File: config.mk
export PLATFORM = sky130hd
export DESIGN_NAME = rx_wordlen_fmt
export DESIGN_NICKNAME = d
export VERILOG_FILES = /design/src/rtl/rwf_pkg.sv /design/src/rtl/rwf_len_decode.sv /design/src/rtl/rwf_ifc_width.sv /design/src/rtl/rwf_msb_keep.sv /design/src/rtl/rx_wordlen_fmt.sv
export SDC_FILE = /design/constraint.sdc
export NUM_CORES = 1
export LEC_CHECK = 0
export ABC_AREA = 1
export BUFFER_PORTS_ARGS = -buffer_cell sky130_fd_sc_hd__buf_2
export CORE_MARGIN = 1.5
export CORE_UTILIZATION = 30
export DETAILED_ROUTE_END_ITERATION = 12
export SYNTH_ARGS = -nofsm -noshare
export SYNTH_HDL_FRONTEND = slang
export SYNTH_SLANG_ARGS = --single-unit
File: constraint.sdc
create_clock -name clk -period 4 [get_ports clk]
set_input_delay 0.4 -clock clk [delete_from_list [all_inputs] [get_ports clk]]
set_output_delay 0.4 -clock clk [all_outputs]
set_load 0.03 [all_outputs]
File: src/rtl/rwf_pkg.sv
package rwf_pkg;

   // Audio interface word width selection
   typedef enum logic [1:0] {
      IFC_W_NARROW = 2'b00,
      IFC_W_MID    = 2'b01,
      IFC_W_WIDE   = 2'b10,
      IFC_W_RSVD   = 2'b11
   } ifc_width_e;

   // Word-length codes valid in the long (24-bit class) range
   localparam logic [2:0] WLC_MINUS4 = 3'b001;
   localparam logic [2:0] WLC_MINUS3 = 3'b110;
   localparam logic [2:0] WLC_MINUS2 = 3'b010;
   localparam logic [2:0] WLC_MINUS1 = 3'b100;
   localparam logic [2:0] WLC_FULL   = 3'b101;

   localparam int WLC_W = 3;

endpackage

File: src/rtl/rwf_len_decode.sv
module rwf_len_decode
   import rwf_pkg::*;
#(
   parameter int FIELD_W  = 24,
   parameter int BASE_LEN = 20,
   parameter int LEN_W    = $clog2(FIELD_W + 1)
) (
   input  logic             max_long,
   input  logic [WLC_W-1:0] code,
   output logic [LEN_W-1:0] len
);

   localparam int SPAN = FIELD_W - BASE_LEN;

   if (SPAN != 4) begin : g_bad_span
      $error("rwf_len_decode: FIELD_W - BASE_LEN must be 4");
   end

   always_comb begin
      if (!max_long) begin
         len = LEN_W'(BASE_LEN);
      end else begin
         unique case (code)
            WLC_MINUS4: len = LEN_W'(FIELD_W - 4);
            WLC_MINUS3: len = LEN_W'(FIELD_W - 3);
            WLC_MINUS2: len = LEN_W'(FIELD_W - 2);
            WLC_MINUS1: len = LEN_W'(FIELD_W - 1);
            WLC_FULL:   len = LEN_W'(FIELD_W);
            default:    len = LEN_W'(FIELD_W);
         endcase
      end
   end

endmodule

File: src/rtl/rwf_ifc_width.sv
module rwf_ifc_width
   import rwf_pkg::*;
#(
   parameter int FIELD_W    = 24,
   parameter int IFC_NARROW = 16,
   parameter int IFC_MID    = 20,
   parameter int LEN_W      = $clog2(FIELD_W + 1)
) (
   input  logic [1:0]       sel,
   output logic [LEN_W-1:0] width
);

   if (!(IFC_NARROW < IFC_MID && IFC_MID <= FIELD_W)) begin : g_bad_widths
      $error("rwf_ifc_width: widths must satisfy NARROW < MID <= FIELD_W");
   end

   always_comb begin
      unique case (ifc_width_e'(sel))
         IFC_W_NARROW: width = LEN_W'(IFC_NARROW);
         IFC_W_MID:    width = LEN_W'(IFC_MID);
         IFC_W_WIDE:   width = LEN_W'(FIELD_W);
         default:      width = LEN_W'(FIELD_W);
      endcase
   end

endmodule

File: src/rtl/rwf_msb_keep.sv
module rwf_msb_keep #(
   parameter int FIELD_W = 24,
   parameter int LEN_W   = $clog2(FIELD_W + 1)
) (
   input  logic [LEN_W-1:0]   len,
   output logic [FIELD_W-1:0] mask
);

   if (LEN_W < $clog2(FIELD_W + 1)) begin : g_bad_len_w
      $error("rwf_msb_keep: LEN_W too small for FIELD_W");
   end

   // Bit i survives when it lies within the top len bits.
   for (genvar i = 0; i < FIELD_W; i++) begin : g_bit
      assign mask[i] = (int'(len) + i) >= FIELD_W;
   end

endmodule

File: src/rtl/rx_wordlen_fmt.sv
module rx_wordlen_fmt
   import rwf_pkg::*;
#(
   parameter int SLOT_W     = 32,
   parameter int FIELD_W    = 24,
   parameter int FIELD_LSB  = 4,
   parameter int BASE_LEN   = 20,
   parameter int IFC_NARROW = 16,
   parameter int IFC_MID    = 20
) (
   input  logic               clk,
   input  logic               rst_n,
   input  logic               in_valid,
   input  logic [SLOT_W-1:0]  in_slot,
   input  logic               cs_max_long,
   input  logic [2:0]         cs_len_code,
   input  logic               wl_keep_all,
   input  logic [1:0]         ifc_width_sel,
   output logic               out_valid,
   output logic [FIELD_W-1:0] tx_sample,
   output logic [FIELD_W-1:0] ifc_sample
);

   localparam int LEN_W = $clog2(FIELD_W + 1);

   if (FIELD_LSB + FIELD_W > SLOT_W) begin : g_bad_field
      $error("rx_wordlen_fmt: audio field exceeds slot");
   end

   logic [FIELD_W-1:0] field;
   logic [LEN_W-1:0]   sig_len;
   logic [LEN_W-1:0]   eff_len;
   logic [LEN_W-1:0]   ifc_w;
   logic [LEN_W-1:0]   ifc_len;
   logic [FIELD_W-1:0] tx_mask;
   logic [FIELD_W-1:0] ifc_mask;

   assign field = in_slot[FIELD_LSB +: FIELD_W];

   rwf_len_decode #(
      .FIELD_W  (FIELD_W),
      .BASE_LEN (BASE_LEN),
      .LEN_W    (LEN_W)
   ) u_len_decode (
      .max_long (cs_max_long),
      .code     (cs_len_code),
      .len      (sig_len)
   );

   rwf_ifc_width #(
      .FIELD_W    (FIELD_W),
      .IFC_NARROW (IFC_NARROW),
      .IFC_MID    (IFC_MID),
      .LEN_W      (LEN_W)
   ) u_ifc_width (
      .sel   (ifc_width_sel),
      .width (ifc_w)
   );

   // Maskable cut to signalled length, then unmaskable fit to interface
   assign eff_len = wl_keep_all ? LEN_W'(FIELD_W) : sig_len;
   assign ifc_len = (ifc_w < eff_len) ? ifc_w : eff_len;

   rwf_msb_keep #(
      .FIELD_W (FIELD_W),
      .LEN_W   (LEN_W)
   ) u_tx_keep (
      .len  (eff_len),
      .mask (tx_mask)
   );

   rwf_msb_keep #(
      .FIELD_W (FIELD_W),
      .LEN_W   (LEN_W)
   ) u_ifc_keep (
      .len  (ifc_len),
      .mask (ifc_mask)
   );

   always_ff @(posedge clk) begin
      if (!rst_n) begin
         out_valid  <= 1'b0;
         tx_sample  <= '0;
         ifc_sample <= '0;
      end else begin
         out_valid <= in_valid;
         if (in_valid) begin
            tx_sample  <= field & tx_mask;
            ifc_sample <= field & ifc_mask;
         end
      end
   end

endmodule

---- Yosys cells after proc, flatten, opt, wreduce, memory -nomap -nowiden ----
Index checks and enable logic that the tools add are counted.
word-level totals
  register bits ........................... 49
  input port bits ......................... 42
  output and inout port bits .............. 49
  word-level logic and storage cells ...... 111
operators by class
  add/subtract/negate cells ............... 46
  magnitude comparators ................... 49
  equality and inequality tests ........... 5
  muxes and demuxes ....................... 5
  bitwise logic cells ..................... 2
  reductions and logical operators ........ 1
operators by type and width
  operator                                                                              count
  32-bit by 6-bit greater-or-equal comparator with 1-bit output, second input constant  46
  5-bit by 4-bit adder with 6-bit output, second input constant                         16
  5-bit by 5-bit adder with 6-bit output, second input constant                         16
  5-bit by 3-bit adder with 6-bit output, second input constant                         8
  24-bit bitwise AND                                                                    2
  5-bit by 2-bit adder with 6-bit output, second input constant                         4
  4-bit one-hot mux with 4 select lines                                                 1
  5-bit two-way mux                                                                     3
  5-bit by 1-bit adder with 6-bit output, second input constant                         2
  5-bit greater-or-equal comparator, second input constant                              2
  4-bit one-hot mux with 2 select lines                                                 1
  3-bit == test, second input constant                                                  2
  5-bit < comparator                                                                    1
  3-bit by 1-bit == test with 1-bit output, second input constant                       1
  3-bit by 2-bit == test with 1-bit output, second input constant                       1
  2-bit by 1-bit == test with 1-bit output, second input constant                       1
  2-bit logical NOT                                                                     1

---- Logic depth before layout (Yosys ltp) ----
  depth after elaboration ................. 9
  mapped depth ............................ 19
  mapped depth without buffers ............ 19

---- Modules after synthesis ----
Synthesis repeated with hierarchy kept, for this count alone.
unflattened totals
  cells, all modules ...................... 585
  area, all modules ....................... 3779.9 um^2
modules (own cells, without submodules)
  module          times used  cells an instance  area an instance (um^2)  sequential area each (um^2)
  rx_wordlen_fmt  1           256                2133.3                   980.9
  rwf_msb_keep    2           153                763.2                    0.0
  rwf_len_decode  1           15                 78.8                     0.0
  rwf_ifc_width   1           8                  41.3                     0.0

---- Worst setup path before layout ----
No wires, ideal clock.
  kind .................................... input -> register
  from .................................... input port cs_len_code[2]
  to ...................................... register ifc_sample[14]
  library setup time ...................... 0.070 ns
  arrival ................................. 2.136 ns
  data required time ...................... 3.930 ns
  path slack .............................. 1.793 ns
  stages on the path ...................... 17
  path buffers ............................ 0
  cells stage by stage .................... inv_2 > nand2_4 > nand2_1 > nand3_1 > nand2_2 > inv_1 > ha_1 > inv_1 > nand3_4 > nand2_4 > inv_1 > ha_1 > inv_1 > nand3_1 > nand2_1 > nand2_1 > a21oi_1
between the ends
  cells in the longest elaborated chain, start to end .. 9
  elaborated cells between the ends (all ways) .. 12
  those cells by class .................... 1 x add/sub; 2 x order compare; 4 x eq/ne; 4 x mux; 1 x bitwise
RTL lines
  element                                                            RTL line              RTL
  start: declaration                                                 rx_wordlen_fmt.sv:16  input logic [2:0] cs_len_code,
  3-bit == test (tied with other cells)                              rwf_len_decode.sv:23  unique case (code)
  4-bit one-hot mux with 4 select lines (*)                          rwf_len_decode.sv:23
  5-bit two-way mux (*)                                              rwf_len_decode.sv:20  if (!max_long) begin
  5-bit two-way mux (*)                                              rx_wordlen_fmt.sv:61  assign eff_len = wl_keep_all ? LEN_W'(FIELD_W) : sig_len;
  5-bit < comparator                                                 rx_wordlen_fmt.sv:62  assign ifc_len = (ifc_w < eff_len) ? ifc_w : eff_len;
  5-bit two-way mux (*)                                              rx_wordlen_fmt.sv:62
  5-bit by 4-bit adder with 6-bit output (*)                         rwf_msb_keep.sv:15    assign mask[i] = (int'(len) + i) >= FIELD_W;
  32-bit by 6-bit greater-or-equal comparator with 1-bit output (*)  rwf_msb_keep.sv:15
  24-bit bitwise AND (*)                                             rx_wordlen_fmt.sv:89  ifc_sample <= field & ifc_mask;
  end signal: assignment                                             rx_wordlen_fmt.sv:89
  end: declaration                                                   rx_wordlen_fmt.sv:21  output logic [FIELD_W-1:0] ifc_sample
Mark *: on every way between the ends. The rest lies on a longest branch, timed or not.
A chain may end at the register's enable or synchronous reset.

---- Worst setup path in the final report ----
  from .................................... input port cs_len_code[1]
  to ...................................... register ifc_sample[10]
Same word-level chain as after synthesis.

==> results.md <==
- Post-Synth XOR/XNOR Area: 0%
- Worst Slack Setup Final: between 1.5 and 2 ns
- FP Rows: 30
- Cell family with most CP delay: simple AND/OR/NAND/NOR gates
- IO Count: 91
- Die height: approximately 90 um
- Worst-case vdd ir drop: roughly 0.12 mV
- YS warnings: 0
- Die area: between 7000 and 8000 um^2
- Max Freq: between 400 and 500 MHz
- Hold Crit Depth: 3
- Worst skew pair latency: 0.28 ns
- Syn nets: approximately 360
- Setup Viol. Count Final: 0
- Crit path buffers/inverters: 5
- H-tree depth: 2
- Most used cells in the layout excluding fill and tap cells: buf_2, nand2_1, dfxtp_1
- R2r setup slk: approximately 3.3 ns
- Remaining Overflow, GRT: 0
- Met3 Usage GRT: 3.64%
- ANT cells: 0
- Slowest cell on crit path: ha_1
- CTS buffer count: 5
- Req. time, crit path: roughly 4.2 ns
- Gpl congestion: about 0.81
- Clock Root Buffer: clkbuf_8
- Hold Crit Class: primary input to flop
- RR Startpoint: ifc_sample[2]
- Core region area: just under 7000 um^2
- Gate Count Post-Synth: about 300
- Status: completed
- Final nets: between 400 and 500
- Bufs on Longest Clock Path: 2
- Post-Synth Simple-Gate Area: around 28%
- Crit-path cells: buf_2, inv_2, nand2_4, nand2_1, nand3_1, nand2_2, inv_1, ha_1, inv_1, nand2_4, nand2_4, inv_2, ha_1, nor2_1, nand2_1, nand2_1, nand2_1, a21oi_1
- Met1 Track Usage GR: ~17%
- Crit-path max FO: 10
- Final min period: ~2.4 ns
- WHS Endpoint: tx_sample[23]
- Most used cell along the critical path: nand2_1
- P&R area growth vs syn: 22.3%
- WL per Instance: between 10 and 15 um
- TritonCTS clock tree: done
- Final Hold Vio Count: 0
- Postcts setup bufs: 0
- Filler cells: 804
- Vias per cell: ~4.4
- TritonRoute pass-1 iters: 5
- Final period utilization: 58.9%
- Worst EP arrival: roughly 2.6 ns
- Max_cap viols: 0
- Worst hold path startpoint: in_slot[27]
- Vias: 2,043
- DP HPWL: between 4 and 5 mm
- RSZ-0062 raised after global routing: no
- Buffers added on ports: 82
- Leak: between 1 and 1.5 nW
- GRT Overall Usage: a little over an eighth
- Clock Skews: 0 ns
- Final ANT Viol Nets: 0
- Slew @ Worst Pin: 1.19 ns
- Register area share after synthesis: 36.7%
- Met2 Use GR: about 23%
- Critical path launch point type: primary input
- Initial Utilization: between 30% and 40%
- Mapped cell area: ~2200 um^2
- Critical Path Sink Type: flop
- Post-Route Utilization: between 30% and 40%
- GRT busiest layer: met2
- Syn avg cell area: 7.35 um^2
- Hold-fix buffers, CTS: 0
- First-pass GRT wire length: just over 8 mm
- Most common cell after layout, fill and taps aside: buf_2
- Dpl ws: approximately 1.3 ns
- Post-synthesis adder-cell area fraction: about a tenth
- Worst-path clk slew: about 0.080 ns
- Max-slew violations: 0
- Die W: 88.3 um
- Layout cells sized above 1: 30.5%
- Final wirelength: 5.31 mm
- 1st-iter DRT viols: 65
- Vias in the first global route: about 1,800
- Seq cells post-synth: 40
- Largest stage delay on the critical path: 0.28 ns
- Pwr Density: between 300 and 400 nW/um^2
- Worst reg-to-reg path cell count: 2
- Complex-gate fraction of the synthesized area: roughly 13%
- Main combinational cell family by area after synthesis: simple AND/OR/NAND/NOR gates
- # clock sinks: 40
- Netlist cell types: 25
- # resized after CTS: 0
- Mux share of post-synthesis cell area: 0%
- Setup tns final: 0 ns
- Largest net degree at the start of global routing: 40
- DRC Markers: 0
- Initial antenna violation count: 0
- Worst R2R End: ifc_sample[2]
- Slew headroom: about a fifth
- Crit Path Class: primary input to flop
[how the worst max path moves through the flow]
stage	from	to	slack, ns	cells past startpoint
finish	cs_len_code[1]	ifc_sample[10]	1.64	18
detailed placement	cs_len_code[1]	ifc_sample[10]	1.32	18
floorplan	cs_len_code[2]	ifc_sample[14]	1.79	17
global placement	cs_len_code[1]	ifc_sample[14]	1.38	18
CTS	cs_len_code[1]	ifc_sample[10]	1.63	18
global route	cs_len_code[1]	ifc_sample[10]	1.45	18
[routing by layer]
metal	vias to the layer above	wire length, um	part of all wire (%)
met4	0	49	0.92
met2	71	2390	45
met3	4	431	8.1
met5	-	0	0
li1	1065	-	-
met1	903	2440	46
[stage by stage]
step / hold slack (ns) / total power [mW] / instances / instance area [um^2]
6_report: 0.328 / 0.928 / 460 / 2670
5_1_grt: 0.320 / 0.992 / 460 / 2670
4_1_cts: 0.317 / 0.947 / 460 / 2670
3_5_place_dp: 0.454 / 0.686 / 453 / 2590
3_3_place_gp: 0.448 / 0.682 / 453 / 2590
2_1_floorplan: 0.535 / 0.622 / 297 / 2180
[worst min-delay path, cell delays in order]
cell and delay (ns):
buf_2 0.07, nor2_1 0.03, nor2_1 0.08
[cell type report]
| class | count | area (um^2) | area share, % |
|---|---|---|---|
| Clock buffer | 5 | 68.8 | 2.58 |
| Clock inverter | 2 | 12.5 | 0.469 |
| Inverter | 37 | 139 | 5.20 |
| Multi-Input combinational cell | 198 | 1120 | 41.9 |
| Sequential cell | 40 | 801 | 30.0 |
| Tap cell | 96 | 120 | 4.50 |
| Timing Repair Buffer | 82 | 410 | 15.4 |
[registers in the layout, indices dropped and copies added (netlist names)]
| signal | flops |
|---|---|
| tx_sample | 23 |
| out_valid | 1 |
| ifc_sample | 16 |
[cells by family after synthesis]
family / after synthesis
AOI/OAI and AO/OA: 51
adders and majority gates: 18
buffers and inverters: 59
DFF: 40
and+or+nand+nor: 129
[cells in the mapped netlist, drive strengths merged]
cell type  number  area, um^2
nor3            1        5.00
clkbuf          8        30.0
nand2          77         344
dfxtp          40         801
o211ai          1        7.51
o21ai          15        75.1
nor2           23        88.8
a21oi          32         168
nand3          25         155
ha             18         225
inv            37         139
nand4           3        18.8
buf            14        95.1
o31ai           2        20.0
o21bai          1        11.3
[report_power, final]
| group | total, mW | leakage (nW) | switching [mW] | internal [mW] |
|---|---|---|---|---|
| clock network | 0.255 | 0.0400 | 0.137 | 0.118 |
| registers | 0.432 | 0.329 | 0.0105 | 0.421 |
| logic | 0.241 | 1.04 | 0.166 | 0.0756 |
| total | 0.928 | 1.41 | 0.313 | 0.615 |
Power figures use the tool's default switching activity.
